### config.mk
export PLATFORM = sky130hd
export DESIGN_NAME = trs_ptr_clear
export DESIGN_NICKNAME = d
export VERILOG_FILES = /design/src/rtl/trs_pkg.sv /design/src/rtl/trs_seq_detect.sv /design/src/rtl/trs_status_decode.sv /design/src/rtl/trs_clear_gen.sv /design/src/rtl/trs_ptr_clear.sv
export SDC_FILE = /design/constraint.sdc
export NUM_CORES = 1
export LEC_CHECK = 0
export BUFFER_PORTS_ARGS = -buffer_cell sky130_fd_sc_hd__buf_2
export CORE_AREA = 2 2 39 41
export CTS_CLUSTER_SIZE = 28
export DETAILED_ROUTE_END_ITERATION = 10
export DIE_AREA = 0 0 41 43
export PLACE_DENSITY = 0.56
export REMOVE_ABC_BUFFERS = 1
export SLEW_MARGIN = 10
export SYNTH_ARGS = -nofsm -noshare
export SYNTH_HDL_FRONTEND = slang
export SYNTH_SLANG_ARGS = --single-unit
export TNS_END_PERCENT = 50
### constraint.sdc
create_clock -name clk -period 1.26 [get_ports clk]
set_input_delay 0.189 -clock clk [delete_from_list [all_inputs] [get_ports clk]]
set_output_delay 0.189 -clock clk [all_outputs]
set_load 0.01 [all_outputs]
### src/rtl/trs_pkg.sv
package trs_pkg;

    // Preamble matching progress
    typedef enum logic [1:0] {
        ST_IDLE = 2'd0,
        ST_PRE1 = 2'd1,   // seen all-ones word
        ST_PRE2 = 2'd2,   // seen first all-zeros word
        ST_PRE3 = 2'd3    // seen second all-zeros word; next word is status
    } det_state_t;

    typedef struct packed {
        logic f;
        logic v;
        logic h;
    } sync_bits_t;

    // Choose which status bit drives the automatic clear
    function automatic logic pick_bit(input sync_bits_t b, input logic use_v);
        return use_v ? b.v : b.f;
    endfunction

endpackage

### src/rtl/trs_seq_detect.sv
module trs_seq_detect
    import trs_pkg::*;
#(
    parameter int unsigned DATA_W = 10
) (
    input  logic              clk,
    input  logic              rst,
    input  logic              wr_en,
    input  logic [DATA_W-1:0] data_in,
    output logic              status_hit
);

    det_state_t state_q, state_d;
    logic       is_ones, is_zero;

    assign is_ones = (data_in == {DATA_W{1'b1}});
    assign is_zero = (data_in == {DATA_W{1'b0}});

    always_comb begin
        state_d = state_q;
        if (wr_en) begin
            case (state_q)
                ST_IDLE: state_d = is_ones ? ST_PRE1 : ST_IDLE;
                ST_PRE1: state_d = is_zero ? ST_PRE2 : (is_ones ? ST_PRE1 : ST_IDLE);
                ST_PRE2: state_d = is_zero ? ST_PRE3 : (is_ones ? ST_PRE1 : ST_IDLE);
                default: state_d = ST_IDLE;
            endcase
        end
    end

    always_ff @(posedge clk) begin
        if (rst) state_q <= ST_IDLE;
        else     state_q <= state_d;
    end

    assign status_hit = wr_en && (state_q == ST_PRE3);

    AST_HOLD_WHEN_DISABLED: assert property (@(posedge clk) disable iff (rst)
        (!wr_en && !$past(rst)) |-> $stable(state_q) || $past(wr_en));

    AST_HOLD_NEXT: assert property (@(posedge clk) disable iff (rst)
        !wr_en |=> (state_q == $past(state_q)));

    AST_BREAK_TO_IDLE: assert property (@(posedge clk) disable iff (rst)
        (wr_en && !is_ones && !is_zero && (state_q != ST_PRE3)) |=> (state_q == ST_IDLE));

    AST_ONES_RESTART: assert property (@(posedge clk) disable iff (rst)
        (wr_en && is_ones && (state_q != ST_PRE3)) |=> (state_q == ST_PRE1));

endmodule

### src/rtl/trs_status_decode.sv
module trs_status_decode
    import trs_pkg::*;
#(
    parameter int unsigned DATA_W = 10
) (
    input  logic              clk,
    input  logic              rst,
    input  logic              status_hit,
    input  logic [DATA_W-1:0] data_in,
    output sync_bits_t        bits_new,
    output sync_bits_t        bits_q,
    output logic              found_q
);

    localparam int unsigned F_POS = DATA_W - 2;
    localparam int unsigned V_POS = DATA_W - 3;
    localparam int unsigned H_POS = DATA_W - 4;

    always_comb begin
        bits_new.f = data_in[F_POS];
        bits_new.v = data_in[V_POS];
        bits_new.h = data_in[H_POS];
    end

    always_ff @(posedge clk) begin
        if (rst) begin
            bits_q  <= '0;
            found_q <= 1'b0;
        end else begin
            found_q <= status_hit;
            if (status_hit) bits_q <= bits_new;
        end
    end

    AST_FOUND_SINGLE: assert property (@(posedge clk) disable iff (rst)
        found_q |=> !found_q);

    AST_BITS_HELD: assert property (@(posedge clk) disable iff (rst)
        (!found_q && !$past(rst)) |-> $stable(bits_q));

endmodule

### src/rtl/trs_clear_gen.sv
module trs_clear_gen
    import trs_pkg::*;
(
    input  logic       clk,
    input  logic       rst,
    input  logic       status_hit,
    input  sync_bits_t bits_new,
    input  sync_bits_t bits_old,
    input  logic       auto_clr_en,
    input  logic       sel_vblank,
    input  logic       ext_clr,
    output logic       auto_q,
    output logic       ptr_clr
);

    logic fall_seen;

    assign fall_seen = pick_bit(bits_old, sel_vblank) && !pick_bit(bits_new, sel_vblank);

    always_ff @(posedge clk) begin
        if (rst) begin
            auto_q  <= 1'b0;
            ptr_clr <= 1'b0;
        end else begin
            auto_q  <= status_hit && auto_clr_en && fall_seen;
            ptr_clr <= ext_clr || (status_hit && auto_clr_en && fall_seen);
        end
    end

    AST_AUTO_NEEDS_ENABLE: assert property (@(posedge clk) disable iff (rst)
        (auto_q && !$past(rst)) |-> $past(auto_clr_en));

    AST_EXT_REACHES_OUT: assert property (@(posedge clk) disable iff (rst)
        ($past(ext_clr) && !$past(rst)) |-> ptr_clr);

    AST_AUTO_SINGLE: assert property (@(posedge clk) disable iff (rst)
        auto_q |=> !auto_q);

endmodule

### src/rtl/trs_ptr_clear.sv
module trs_ptr_clear
    import trs_pkg::*;
#(
    parameter int unsigned DATA_W = 10
) (
    input  logic              clk,
    input  logic              rst,
    input  logic              wr_en,
    input  logic [DATA_W-1:0] data_in,
    input  logic              auto_clr_en,
    input  logic              sel_vblank,
    input  logic              ext_clr,
    output logic              f_bit,
    output logic              v_bit,
    output logic              h_bit,
    output logic              trs_found,
    output logic              ptr_clr
);

    logic       status_hit;
    logic       auto_q;
    sync_bits_t bits_new;
    sync_bits_t bits_q;

    trs_seq_detect #(.DATA_W(DATA_W)) u_detect (
        .clk        (clk),
        .rst        (rst),
        .wr_en      (wr_en),
        .data_in    (data_in),
        .status_hit (status_hit)
    );

    trs_status_decode #(.DATA_W(DATA_W)) u_decode (
        .clk        (clk),
        .rst        (rst),
        .status_hit (status_hit),
        .data_in    (data_in),
        .bits_new   (bits_new),
        .bits_q     (bits_q),
        .found_q    (trs_found)
    );

    trs_clear_gen u_clear (
        .clk         (clk),
        .rst         (rst),
        .status_hit  (status_hit),
        .bits_new    (bits_new),
        .bits_old    (bits_q),
        .auto_clr_en (auto_clr_en),
        .sel_vblank  (sel_vblank),
        .ext_clr     (ext_clr),
        .auto_q      (auto_q),
        .ptr_clr     (ptr_clr)
    );

    assign f_bit = bits_q.f;
    assign v_bit = bits_q.v;
    assign h_bit = bits_q.h;

    AST_AUTO_WITH_FOUND: assert property (@(posedge clk) disable iff (rst)
        auto_q |-> (trs_found && ptr_clr));

endmodule

==> metrics.md <==
| Metric | Value |
|---|---|
| Status | `finished clean` |
| DPL Wire Length | `632.8 µm` |
| WHS Path Cells | `3` |
| Cell Area, Synth | `346.6 µm²` |
| Final Skew | `1.629 ps` |
| Hold path startpoint | `ext_clr` |
| Unrepaired setup endpoints after global routing | `no` |
| CTS clk-pin slew, worst paths | `50 ps` |
| Post-synthesis cell type count | `17` |
| Worst-path cell chain | `nand3_1 > mux2i_1 > nor2_1` |
| Clk_lat worst skew | `250 ps` |
| Crit path max fanout | `6` |
| Final setup margin | `231.5 ps` |
| Area share of the largest cell type after synthesis | `40.43%` |
| Critical path class | `flop to flop` |
| 1st-pass router iterations | `4` |
| Critical path data required time | `1400 ps` |
| Final Hold Viols | `0` |
| Post-route setup TNS | `0 ps` |
| Hold Path End | `u_clear.ptr_clr$_SDFF_PP0_` |
| CTS tree | `yes` |
| Post-route non-filler standard cell count | `81` |
| Post-synth EDFFs | `0` |
| Filler cell count | `151` |
| Least-Margin Pin Slew | `313.6 ps` |
| Register area share after synthesis | `40.43%` |
| IO Count | `21` |
| CTS Buf Count | `3` |
| Final min period | `1028 ps` |
| I/O Buffers | `20` |
| Die Wd | `41 µm` |
| Reg2Reg Setup Slack | `between 200 and 250 ps` |
| Worst path top cell family by delay | `flip-flops` |
| CP max stage cell | `dfxtp_1` |
| Average wire per standard cell | `9.679 µm` |
| Reg2reg path depth | `3` |
| DP Cell Count | `77` |
| Clock sink count | `7` |
| Clk buf depth | `2` |
| Chip height | `43 µm` |
| First DRT Iteration DRCs | `7` |
| Synth area leaders | `dfxtp_1 40%, mux2i_1 8.7%, nor2_1 7.6%, nand4_1 7.2%, nor4_2 7.2%` |
| First-pass GRT wire length | `between 1000 and 1500 µm` |
| Vias in the first global route | `352` |
| Fraction of layout cells with a size suffix above 1 | `41.54%` |
| WHS | `140.3 ps` |
| Post-CTS Hold Buffers | `0` |
| Nets@finish | `82` |
| Post-CTS Setup Inserts | `0` |
| Post-place setup slack | `just over 80 ps` |
| Synth warnings | `0` |
| Core area | `1384 µm²` |
| Setup violators final | `0` |
| Max-slew violations | `0` |
| WL final | `784 µm` |
| Drt drc | `0` |
| Synth async-reset ratio | `0%` |
| Reg-to-Reg Start | `u_detect.state_q[1]$_SDFFE_PP0P_` |
| Routed vias/inst | `around 4.7` |
| Most used DFF post-synth | `dfxtp_1` |
| Max Cap Viol | `0` |
| Die area | `1763 µm²` |
| Num rows | `14` |
| Post-CTS resize count | `0` |
| Peak VDD IR | `0.5412 mV` |
| Synthesized area per cell | `8.665 µm²` |
| Worst path max stage delay | `about 400 ps` |
| Hold crit path type | `input port to flop` |
| CP Launch Type | `flop` |
| H-tree lvl count | `1` |
| Critical Path Sink Type | `flop` |
| PwrDens | `948.7 nW/µm²` |
| Pin count of the biggest net entering global routing | `8` |
| Initial Util | `25.05%` |
| Critical Path AT | `roughly 1200 ps` |
| Achievable Freq | `972.3 MHz` |
| Congestion Overflow GR | `0` |
| Vias | `377` |
| Final period util | `81.62%` |
| Post-synth top cells | `7 x dfxtp_1, 7 x nor2_1, 4 x nand4_1` |
| Synth area leader | `dfxtp_1` |
| Synthesis-stage register bit count | `7` |
| WP buf/inv | `0` |
| FF-to-FF End | `u_decode.bits_q[0]$_SDFFE_PP0N_` |
| Gp weighted congestion | `0.7777` |
| Slew margin rel. | `78.92%` |
| ANT nets after route | `0` |
| Diode count | `0` |
| Root buffer cell | `clkbuf_4` |
| Pwr Total | `0.0004748 W` |
| Synth-to-Final Area Change | `44.40%` |
| Pleak | `0.2421 nW` |
| Initial antenna violation count | `0` |
| Syn Inst Count | `40` |
| GRT Util Overall | `11.82%` |
-- area by class of cell --
type                    count  area, µm²  area share (%)
multi-input cells          32      202.7           40.50
clock buffers               4      26.28           5.250
well taps                  16      20.02           4.000
flip-flops and latches      7      140.1           28.00
inverters                   1      3.754          0.7500
repair buffers             21      107.6           21.50
-- registers in the layout, summed over array words and instances (netlist names) --
signal            cells
u_decode.found_q      1
u_clear.ptr_clr       1
u_detect.state_q      2
u_decode.bits_q       3
-- cells in the final DEF, fill, tap and decap left out --
master,Yosys,routed
nand3b_1,1,1
nand2b_1,3,3
nor2_1,7,7
nand4_1,4,4
dfxtp_1,7,7
buf_4,0,1
clkbuf_4,0,3
clkbuf_1,0,1
and4_1,1,1
a21oi_2,1,1
o211ai_1,1,1
nand3_1,1,1
mux2i_1,3,3
buf_2,0,20
nor3_1,1,1
nand2_1,3,3
nor2b_1,1,1
nor4_2,2,2
inv_1,1,1
a31oi_1,2,2
o21ai_0,1,1
-- power by group --
group          switching [W]  internal (W)  leakage (nW)   total, W
clock network      0.0000810      0.000121        0.0150   0.000202
registers        0.000000307      0.000223        0.0566   0.000224
logic              0.0000247     0.0000248         0.170  0.0000495
total               0.000106      0.000369         0.242   0.000475
-- metal layers --
layer | track usage (%) | part of all wire, % | routed length (µm) | up-vias
met3 | 6.283 | 6.3 | 49 | 2
met5 | 0 | 0 | 0 | -
li1 | - | - | - | 198
met2 | 16.56 | 46 | 359 | 13
met1 | 15.02 | 46 | 361 | 164
met4 | 4.000 | 1.5 | 12 | 0
-- worst max-delay path by stage --
stage,cells past startpoint,start,end
finish,3,u_detect.state_q[1]$_SDFFE_PP0P_,u_decode.bits_q[0]$_SDFFE_PP0N_
global route,3,u_detect.state_q[1]$_SDFFE_PP0P_,u_decode.bits_q[1]$_SDFFE_PP0N_
global placement,5,data_in[2],u_detect.state_q[0]$_SDFFE_PP0P_
CTS,3,u_detect.state_q[1]$_SDFFE_PP0P_,u_decode.bits_q[0]$_SDFFE_PP0N_
floorplan,4,data_in[2],u_detect.state_q[0]$_SDFFE_PP0P_
detailed placement,5,data_in[2],u_detect.state_q[0]$_SDFFE_PP0P_
-- through the flow --
| step | cell area, µm² | util (%) |
|---|---|---|
| 5_1_grt | 500.5 | 36.17 |
| 4_1_cts | 500.5 | 36.17 |
| 3_5_place_dp | 474.2 | 34.27 |
| 3_3_place_gp | 474.2 | 34.27 |
| 2_1_floorplan | 346.6 | - |
| 6_report | 500.5 | 36.17 |
-- worst reg2reg max path: cells and delay by family (launching register included) --
kind / cells / cell delay, ps
multiplexers: 1 / 220
AND/OR/NAND/NOR: 2 / 300
flip-flops: 1 / 400
-- cell families (layout without fill, tap and decap cells) --
kind of cell,Yosys count,count (layout),synth area share (%)
flip-flops,7,7,40.43
AO/OA/AOI/OAI,5,5,9.747
buffers and inverters,1,26,1.082
multiplexers,3,3,8.665
AND/OR/NAND/NOR,24,24,40.07
(Power assumes the default switching activity.)
